===== src/rtl/tdec_pkg.sv =====
package tdec_pkg;

    typedef enum logic [1:0] {
        LM_AMI  = 2'b00,
        LM_B8   = 2'b01,
        LM_B6   = 2'b10,
        LM_HDB3 = 2'b11
    } line_mode_e;

    // One received symbol: mark present, negative polarity, both rails high
    typedef struct packed {
        logic mark;
        logic neg;
        logic bad;
    } tsym_t;

    localparam int unsigned B8_SPAN = 8;
    localparam int unsigned B6_SPAN = 6;
    localparam int unsigned HD_SPAN = 4;
    localparam int unsigned MAX_SPAN = 8;

endpackage


===== src/rtl/tdec_slicer.sv =====
module tdec_slicer
    import tdec_pkg::*;
(
    input  logic  rail_p,
    input  logic  rail_n,
    output tsym_t sym
);
    always_comb begin
        sym.mark = rail_p | rail_n;
        sym.bad  = rail_p & rail_n;
        sym.neg  = rail_n & ~rail_p;
    end
endmodule


===== src/rtl/tdec_window.sv =====
module tdec_window
    import tdec_pkg::*;
#(
    parameter int DEPTH = 8
) (
    input  logic                   clk,
    input  logic                   rst_n,
    input  tsym_t                  sym_in,
    output tsym_t [DEPTH-1:0]      win
);
    tsym_t [DEPTH-1:0] win_d, win_q;

    always_comb begin
        win_d[0] = sym_in;
        for (int i = 1; i < DEPTH; i++) begin
            win_d[i] = win_q[i-1];
        end
    end

    always_ff @(posedge clk or negedge rst_n) begin
        if (!rst_n) begin
            win_q <= '0;
        end else begin
            win_q <= win_d;
        end
    end

    assign win = win_q;
endmodule


===== src/rtl/tdec_subst_match.sv =====
module tdec_subst_match
    import tdec_pkg::*;
#(
    parameter int DEPTH = 8,
    localparam int KW = $clog2(DEPTH)
) (
    input  tsym_t [DEPTH-1:0] win,
    input  line_mode_e        mode,
    input  logic              last_neg,
    input  logic              seen,
    output logic              hit,
    output logic [KW-1:0]     span
);
    // Per-position class of the oldest symbols, k = 0 is the oldest
    logic [MAX_SPAN-1:0] zv, sv, ov;

    for (genvar k = 0; k < MAX_SPAN; k++) begin : g_cls
        localparam int IDX = DEPTH - 1 - k;
        logic clean;
        assign clean = win[IDX].mark & ~win[IDX].bad;
        assign zv[k] = ~win[IDX].mark & ~win[IDX].bad;
        assign sv[k] = clean & (win[IDX].neg == last_neg);
        assign ov[k] = clean & (win[IDX].neg != last_neg);
    end

    logic b8_hit, b6_hit, hd_hit;

    always_comb begin
        b8_hit = zv[0] & zv[1] & zv[2] & sv[3] & ov[4] & zv[5] & ov[6] & sv[7];
        b6_hit = zv[0] & sv[1] & ov[2] & zv[3] & ov[4] & sv[5];
        hd_hit = (zv[0] & zv[1] & zv[2] & sv[3]) |
                 (ov[0] & zv[1] & zv[2] & ov[3]);
        hit  = 1'b0;
        span = '0;
        if (seen) begin
            case (mode)
                LM_B8: begin
                    hit  = b8_hit;
                    span = KW'(B8_SPAN - 1);
                end
                LM_B6: begin
                    hit  = b6_hit;
                    span = KW'(B6_SPAN - 1);
                end
                LM_HDB3: begin
                    hit  = hd_hit;
                    span = KW'(HD_SPAN - 1);
                end
                default: begin
                    hit  = 1'b0;
                    span = '0;
                end
            endcase
        end
    end
endmodule


===== src/rtl/ternary_line_decoder.sv =====
module ternary_line_decoder
    import tdec_pkg::*;
#(
    parameter int DEPTH = 8
) (
    input  logic       clk,
    input  logic       rst_n,
    input  logic [1:0] mode,
    input  logic       rail_p,
    input  logic       rail_n,
    input  logic       loop_test,
    input  logic       tx_p,
    input  logic       tx_n,
    output logic       nrz_out,
    output logic       code_err,
    output logic       rclk
);
    localparam int KW = $clog2(DEPTH);

    typedef struct packed {
        logic [KW-1:0] kill;
        logic          last_neg;
        logic          seen;
        logic          nrz;
        logic          err;
    } dec_st_t;

    tsym_t             sym;
    tsym_t [DEPTH-1:0] win;
    logic              hit;
    logic [KW-1:0]     span;
    dec_st_t           st_d, st_q;
    logic [KW-1:0]     kill_cnt;

    tdec_slicer u_slicer (
        .rail_p (rail_p),
        .rail_n (rail_n),
        .sym    (sym)
    );

    tdec_window #(.DEPTH(DEPTH)) u_window (
        .clk    (clk),
        .rst_n  (rst_n),
        .sym_in (sym),
        .win    (win)
    );

    tdec_subst_match #(.DEPTH(DEPTH)) u_match (
        .win      (win),
        .mode     (line_mode_e'(mode)),
        .last_neg (st_q.last_neg),
        .seen     (st_q.seen),
        .hit      (hit),
        .span     (span)
    );

    always_comb begin
        tsym_t old;
        logic  in_pat;
        st_d   = st_q;
        old    = win[DEPTH-1];
        in_pat = 1'b0;
        if (st_q.kill != '0) begin
            in_pat    = 1'b1;
            st_d.kill = st_q.kill - 1'b1;
        end else if (hit) begin
            in_pat    = 1'b1;
            st_d.kill = span;
        end
        if (in_pat) begin
            st_d.nrz = 1'b0;
            st_d.err = 1'b0;
        end else begin
            st_d.nrz = old.mark;
            st_d.err = old.bad |
                       (old.mark & ~old.bad & st_q.seen & (old.neg == st_q.last_neg));
        end
        if (old.mark && !old.bad) begin
            st_d.last_neg = old.neg;
            st_d.seen     = 1'b1;
        end
    end

    always_ff @(posedge clk or negedge rst_n) begin
        if (!rst_n) begin
            st_q <= '0;
        end else begin
            st_q <= st_d;
        end
    end

    assign kill_cnt = st_q.kill;
    assign nrz_out  = st_q.nrz;
    assign code_err = st_q.err;
    assign rclk     = loop_test ? (tx_p | tx_n) : (rail_p | rail_n);
endmodule


===== config.mk =====
export PLATFORM = sky130hd
export DESIGN_NAME = ternary_line_decoder
export DESIGN_NICKNAME = d
export VERILOG_FILES = /design/src/rtl/tdec_pkg.sv /design/src/rtl/tdec_slicer.sv /design/src/rtl/tdec_window.sv /design/src/rtl/tdec_subst_match.sv /design/src/rtl/ternary_line_decoder.sv
export SDC_FILE = /design/constraint.sdc
export NUM_CORES = 1
export LEC_CHECK = 0
export CAP_MARGIN = 25
export CORE_AREA = 2 2 54 56
export DETAILED_ROUTE_END_ITERATION = 8
export DIE_AREA = 0 0 56 58
export DONT_BUFFER_PORTS = 1
export PLACE_DENSITY_LB_ADDON = 0.25
export SLEW_MARGIN = 20
export SYNTH_ARGS = -nofsm -noshare
export SYNTH_HDL_FRONTEND = slang
export SYNTH_HIERARCHICAL = 1
export SYNTH_SLANG_ARGS = --single-unit

===== constraint.sdc =====
create_clock -name clk -period 1.9 [get_ports clk]
set_clock_uncertainty 0.15 [all_clocks]
set_input_delay 0 -clock clk [delete_from_list [all_inputs] [get_ports clk]]
set_output_delay 0 -clock clk [all_outputs]
set_load 0.01 [all_outputs]

==> qor_table.md, run 1 <==
| Item | Reported | Unit |
|---|---|---|
| Area enclosed by the die boundary | 3250 | um2 |
| Total power of the final layout | 0.00157 | W |
| Run status | finished, final reports clean | - |
| Vias in the first global route | 764 | - |
| Number of cells in the finished layout apart from fillers | 139 | - |
| Power density over the cells | 1050 | nW/um2 |
| Die Ht | 58 | um |
| Headroom to the max-slew limit | 79.3 | % |
| Post-detailed-route DRC marker count | 0 | - |
| Worst Hold Depth | 2 | - |
| Estimated wirelength of the detail-placed design | 1330 | um |
| Capturing element type of the critical path | flop | - |
| RSZ-0062 raised after global routing | no | - |
| Final setup slack of the worst path | 0.0994 | ns |
| Fraction of layout instances using a drive strength above 1 | 24.1 | % |
| Level count of the clock H-tree | 2 | - |
| Final sum of negative setup slack | 0 | ns |
| Fraction of the yosys area taken by sequential cells | 61.9 | % |
| Filler Cells Inserted | 229 | - |
| CTS sink cnt | 31 | - |
| Largest fanout on the critical path | 10 | - |
| Routed vias | 728 | - |
| Count of placed standard cells including taps | 123 | - |
| Post-synth EDFFs | 0 | - |
| Worst setup SP type | flop | - |
| Final net count | 122 | - |
| Leading area contributor after synthesis | dfrtp_1 | - |
| Data arrival, critical path | 1.86 | ns |
| Count of endpoints failing setup in the final report | 0 | - |
| Share of Yosys cell area claimed by the top area cell type | 61.9 | % |
| Maximum buffer depth of the clock tree | 2 | - |
| Register clock-pin slew on the reported worst setup and hold paths | 0.10 | ns |
| Placed Instance Area | 1300 | um2 |
| Maximum number of pins on one net before global-route repair | 32 | - |
| Crit path buf inv count | 0 | - |
| Initial standard-cell utilization of the core | 47.0 | % |
| Total iterations of the first detailed-routing run | 4 | - |
| Stages on worst setup path | 6 | - |
| Final worst path period share | 94.8 | % |
| Post-detailed-route count of antenna-violating nets | 0 | - |
| Clock root cell | clkbuf_4 | - |
| Path class of the lowest-slack min-delay path | input pin to output pin | - |
| TritonCTS Buffers | 5 | - |
| Synth Cell Area | 1250 | um2 |
| Leak | 0.671 | nW |
| TritonCTS clock tree | built | - |
| Highest ir drop seen on vdd | 917 | uV |
| Peak per-stage delay on the critical path | 0.49 | ns |
| Cell type of the slowest stage on the worst timing path | dfrtp_2 | - |
| Number of cell instances on the worst register-to-register path | 6 | - |
| Initial antenna violation count | 0 | - |
| Number of instances in the synthesized netlist | 90 | - |
| Post-synth ARST share | 100 | % |
| Overall die width | 56 | um |
| Antenna cells | 0 | - |
| Flip-flop and latch count after synthesis | 31 | - |
| Initial DRC count | 17 | - |
| Minimum period implied by the final worst setup slack | 1.80 | ns |
| Synthesized area per cell | 13.9 | um2 |
| Chain of cells forming the critical path | and4b_2 -> o2111ai_1 -> a21o_1 -> o21ai_2 -> a311oi_1 -> a21oi_1 | - |
| Final number of hold-violating endpoints | 0 | - |
| Final Wtd Congestion | 0.721 | - |
| Core outline area | 2660 | um2 |
| Dpl ws | 0.0417 | ns |
| Required time of the worst setup path | 1.96 | ns |
| Grt total ovfl | 0 | - |
| Routed wirelength normalized by instance count | 14.3 | um |
| Finished layout cell area | 1500 | um2 |
| Largest cells by area after synthesis | dfrtp_1 62%, ha_1 6.0%, mux2i_1 2.4% | - |
| Number of unique standard cell types used by synthesis | 37 | - |
| Synth-to-layout area growth | 19.8 | % |
| First-pass GRT wire length | 3370 | um |
| Clock latency of the later-clocked register in the worst-skew pair | 0.32 | ns |
| Nets in the synthesized netlist | 105 | - |
| Most used DFF post-synth | dfrtp_1 | - |
| Tightest Pin Transition | 0.306 | ns |
| Largest delay contributor family on the critical path | compound AO/OA/AOI/OAI gates | - |
| Number of buffers added on ports | 0 | - |
| Critical path class | flop to flop | - |
| Max-slew violation total from the final report | 0 | - |
| Count of boundary I/O pins | 12 | - |
| Setup slack of the worst register-to-register path | 0.1 | ns |
| Number of warnings issued by yosys | 6 | - |
| Overall track demand over capacity in global routing | 14.4 | % |
| Via/cell ratio | 5.24 | - |
| Total wire length after detailed routing | 1990 | um |
| Max Cap Viol | 0 | - |
| Highest attainable clock frequency | 555 | MHz |
| Num rows | 19 | - |
Yosys cell counts (all sizes together), types with 2 or more instances:
master	count
nor4b	3
inv	4
nand4	2
mux2i	3
or2	2
nor2	3
dfrtp	31
xor2	2
a21oi	4
o21ai	2
nor3b	2
and2	2
and4b	3
ha	6
nor2b	5
state kept, by name, indices dropped and copies added (netlist names):
register	count
code_err	1
kill_cnt	3
nrz_out	1
st_q	2
u_window/win	24
timing repair:
item,CTS,global route
setup endpoints to repair,0,3
hold buffers,7,0
gates resized for setup,0,3
endpoints found under the hold margin,35,0
setup buffers,0,1
cell families (layout without fill, tap and decap cells):
kind of cell	after synthesis	count (layout)	synth area share, %
fa+ha+maj	6	6	5.99
simple gates	29	29	18.2
mux	4	4	3.30
compound gates	12	12	6.39
flops	31	31	61.9
buf+inv	5	23	2.10
xor+xnor	3	3	2.10
report_power, final:
group	internal, W	switching [W]
Combinational	0.000131	0.000116
Clock	0.000311	0.000217
Sequential	0.000734	0.0000612
worst paths after layout:
path | startpoint | endpoint
setup / recovery | st_q[3] | kill_cnt[2]
hold / removal | tx_p | rclk
setup reg to reg | st_q[3] | kill_cnt[2]
hold reg to reg | u_window/win[5] | u_window/win[8]
max in group asynchronous | rst_n | st_q[3]
min in group asynchronous | rst_n | kill_cnt[2]
layer usage:
layer | global-route usage, % | vias up | share of wire, %
met5 | 0 | - | 0
met4 | 7.14 | 0 | 0
met3 | 6.03 | 0 | 4.7
met2 | 21.3 | 18 | 48
met1 | 18.5 | 356 | 47
li1 | - | 354 | -
cells in the final DEF, fill, tap and decap left out, types with 2 or more instances in the layout:
cell type,netlist,routed
nor4b_2,1,2
xor2_1,2,2
nor3b_1,2,2
clkbuf_4,0,5
buf_12,0,2
a21oi_1,4,4
dlygate4sd3_1,0,5
nor2b_4,2,2
mux2i_1,3,3
nor2_1,3,3
dfrtp_1,31,30
and4b_1,2,2
nand4_1,2,2
nor2b_1,3,3
ha_1,6,6
buf_4,0,4
inv_1,4,4
worst register-to-register path: cells and delay by family, from the launching register on:
| kind | cells | cell delay, ns |
|---|---|---|
| compound gates | 5 | 0.79 |
| flops | 1 | 0.49 |
| simple gates | 1 | 0.27 |
final cells by class:
type	count	area, um2	area share, %
clock buffers	6	51.3	3.42
clock inverters	2	35.0	2.34
inverters	4	15.0	1.00
multi-input cells	54	463	30.9
flip-flops and latches	31	777	51.8
well taps	31	38.8	2.59
repair buffers	11	120	8.01
through the flow:
| stage | utilization [%] | hold WS, ns |
|---|---|---|
| CTS | 55.5 | 0.0284 |
| detailed placement | 48.9 | -0.445 |
| finish | 56.3 | 0.0285 |
| global placement | 48.9 | -0.445 |
| global route | 56.3 | 0.0430 |
| floorplan | - | -0.446 |
No activity file was read; power rests on OpenSTA's default activity.
==> run 2, diff against run 1 <==
--- a/config.mk
+++ b/config.mk
@@ -10,7 +10,8 @@
 export DETAILED_ROUTE_END_ITERATION = 8
 export DIE_AREA = 0 0 56 58
 export DONT_BUFFER_PORTS = 1
-export PLACE_DENSITY_LB_ADDON = 0.25
+export PLACE_DENSITY = 0.63
+export REMOVE_ABC_BUFFERS = 1
 export SLEW_MARGIN = 20
 export SYNTH_ARGS = -nofsm -noshare
 export SYNTH_HDL_FRONTEND = slang
==> run 2 against run 1 <==
Global-route usage grew 1.9 points; sequential power is essentially flat; fmax is 2.4% lower; largest power group unchanged; critical endpoint unchanged.
==> qor_table.md, run 2 (same netlist as run 1, synthesis figures left out) <==
| Item | Reported | Unit | Delta |
|---|---|---|---|
| Run status | finished, final reports clean | - |  |
| Max Cap Viol | 0 | - | unchanged |
| Maximum number of pins on one net before global-route repair | 32 | - | unchanged |
| Vias in the first global route | 846 | - | +11% |
| Initial standard-cell utilization of the core | 47.0 | % | unchanged |
| Most common library cell in the layout ignoring fill and taps | dfrtp_1 | - |  |
| Overall track demand over capacity in global routing | 16.3 | % | +1.9 points |
| Power density over the cells | 964 | nW/um2 | -7.9% |
| Num rows | 19 | - | unchanged |
| Critical path class | flop to flop | - |  |
| Area taken by multi-input logic gates | 482 | um2 | +4.1% |
| Max-slew violation total from the final report | 0 | - | unchanged |
| Data arrival, critical path | 1.90 | ns | +0.04 ns |
| Cell type of the slowest stage on the worst timing path | dfrtp_2 | - |  |
| Sequential Area | 778 | um2 | +0.16% |
| Clock latency of the later-clocked register in the worst-skew pair | 0.32 | ns | about the same |
| Highest attainable clock frequency | 542 | MHz | -2.4% |
| Via/cell ratio | 5.45 | - | +4.0% |
| TritonCTS Buffers | 5 | - | unchanged |
| Most frequent cells in the layout | 29 x dfrtp_1, 6 x ha_1, 5 x clkbuf_4, 5 x dlygate4sd3_1 | - |  |
| Minimum period implied by the final worst setup slack | 1.84 | ns | +0.0441 ns |
| Filler Cells Inserted | 226 | - | -1.3% |
| Count of boundary I/O pins | 12 | - | unchanged |
| Number of buffers added on ports | 0 | - | unchanged |
| Routed wirelength normalized by instance count | 15.4 | um | +7.4% |
| Highest ir drop seen on vdd | 587 | uV | -36% |
| Maximum buffer depth of the clock tree | 2 | - | unchanged |
| Overall die width | 56 | um | unchanged |
| Initial antenna violation count | 0 | - | unchanged |
| CTS sink cnt | 31 | - | unchanged |
| Synth-to-layout area growth | 18.8 | % |  |
| Die Ht | 58 | um | unchanged |
| Core outline area | 2660 | um2 | unchanged |
| Count of endpoints failing setup in the final report | 0 | - | unchanged |
| Area enclosed by the die boundary | 3250 | um2 | unchanged |
| Final net count | 122 | - | unchanged |
| Path class of the lowest-slack min-delay path | input pin to output pin | - |  |
| Peak per-stage delay on the critical path | 0.45 | ns | -0.04 ns |
| Post-detailed-route count of antenna-violating nets | 0 | - | unchanged |
| Capturing element type of the critical path | flop | - |  |
| Tightest Pin Transition | 0.314 | ns | +0.00772 ns |
| Headroom to the max-slew limit | 78.8 | % | -0.52 points |
| Final number of hold-violating endpoints | 0 | - | unchanged |
| Initial DRC count | 22 | - | +5 |
| RSZ-0062 raised after global routing | yes | - |  |
| Clock root cell | clkbuf_4 | - |  |
| Leak | 0.658 | nW | -1.9% |
| Antenna cells | 0 | - | unchanged |
| Post-detailed-route DRC marker count | 0 | - | unchanged |
| Number of flip-flops under the largest register name | 24 | - | unchanged |
| Final Wtd Congestion | 0.838 | - | +16% |
| Final sum of negative setup slack | 0 | ns | unchanged |
| Level count of the clock H-tree | 2 | - | unchanged |
| Final worst path period share | 97.1 | % | +2.3 points |
| TritonCTS clock tree | built | - |  |
| Fraction of layout instances using a drive strength above 1 | 26.2 | % | +2.1 points |
| Largest delay contributor family on the critical path | compound AO/OA/AOI/OAI gates | - |  |
| Crit path buf inv count | 0 | - | unchanged |
| Worst setup SP type | flop | - |  |
| Largest fanout on the critical path | 6 | - | -4 |
| Estimated wirelength of the detail-placed design | 1440 | um | +8.2% |
| First-pass GRT wire length | 3820 | um | +13% |
| Total iterations of the first detailed-routing run | 3 | - | -1 |
| Chain of cells forming the critical path | and4b_2 -> o2111ai_1 -> a21o_1 -> o21ai_4 -> a311oi_1 -> a21oi_1 | - |  |
| Routed vias | 752 | - | +3.3% |
| Required time of the worst setup path | 1.96 | ns | about the same |
| Fin util | 55.9 | % | -0.47 points |
| Grt total ovfl | 0 | - | unchanged |
| Total wire length after detailed routing | 2120 | um | +6.6% |
| Register clock-pin slew on the reported worst setup and hold paths | 0.09 | ns | about the same |
-- run 2: changes by cell type in the layout (fill, tap and decap cells not counted), sizes merged --
cell	delta
buf	-1
bufinv	-1
clkbuf	+1
-- run 2: timing repair --
item,4_1_cts,5_1_grt
hold buffers,7,0
hold endpoints to repair,35,0
setup endpoints to repair,1,3
gates resized for setup,1,6
pin swaps,0,3
setup buffers,0,2
-- run 2: cell type report --
type | instances | share of cell area (%)
Inverter | 4 | 1.01
Clock buffer | 6 | 3.45
Timing Repair Buffer | 11 | 7.91
Multi-Input combinational cell | 54 | 32.4
Tap cell | 31 | 2.61
Sequential cell | 31 | 52.3
Clock inverter | 1 | 0.336
-- run 2: power breakdown --
group / internal [W] / leakage, nW / switching, W
logic: 0.000132 / 0.255 / 0.000126
clock network: 0.000171 / 0.0341 / 0.000209
registers: 0.000734 / 0.369 / 0.0000620
total: 0.00104 / 0.658 / 0.000397
-- run 2: metrics by stage --
stage / power (W) / hold WS, ns / area [um2] / setup WS (ns) / std cells
floorplan: 0.000967 / -0.446 / 1240 / 0.198 / 89
global placement: 0.00101 / -0.445 / 1290 / 0.0725 / 122
detailed placement: 0.00102 / -0.445 / 1290 / 0.0298 / 122
CTS: 0.00144 / 0.0360 / 1440 / 0.0188 / 136
global route: 0.00154 / 0.0382 / 1490 / -0.00103 / 138
finish: 0.00143 / 0.0323 / 1490 / 0.0553 / 138
-- run 2: final timing paths --
kind	from	endpoint	slack (ns)	cells past startpoint
max reg2reg	st_q[3]	kill_cnt[2]	0.06	6
max	st_q[3]	kill_cnt[2]	0.06	6
min	tx_p	rclk	0.03	2
max in group asynchronous	rst_n	u_window/win[13]	1.37	3
min in group asynchronous	rst_n	kill_cnt[1]	0.04	3
min reg2reg	u_window/win[11]	u_window/win[14]	0.23	0
-- run 2: routing by layer --
metal  vias up  global-route usage (%)  share of wire, %
met1       386                    18.7                41
met3         2                    7.37               4.6
met5         -                       0                 0
li1        347                       -                 -
met2        17                    26.6                53
met4         0                    7.14              0.66
-- run 2: worst reg2reg max path: stages, from the launching register on --
cell       delay, ns
dfrtp_2         0.45
and4b_2         0.25
o2111ai_1       0.24
a21o_1          0.19
o21ai_4         0.08
a311oi_1        0.30
a21oi_1         0.07
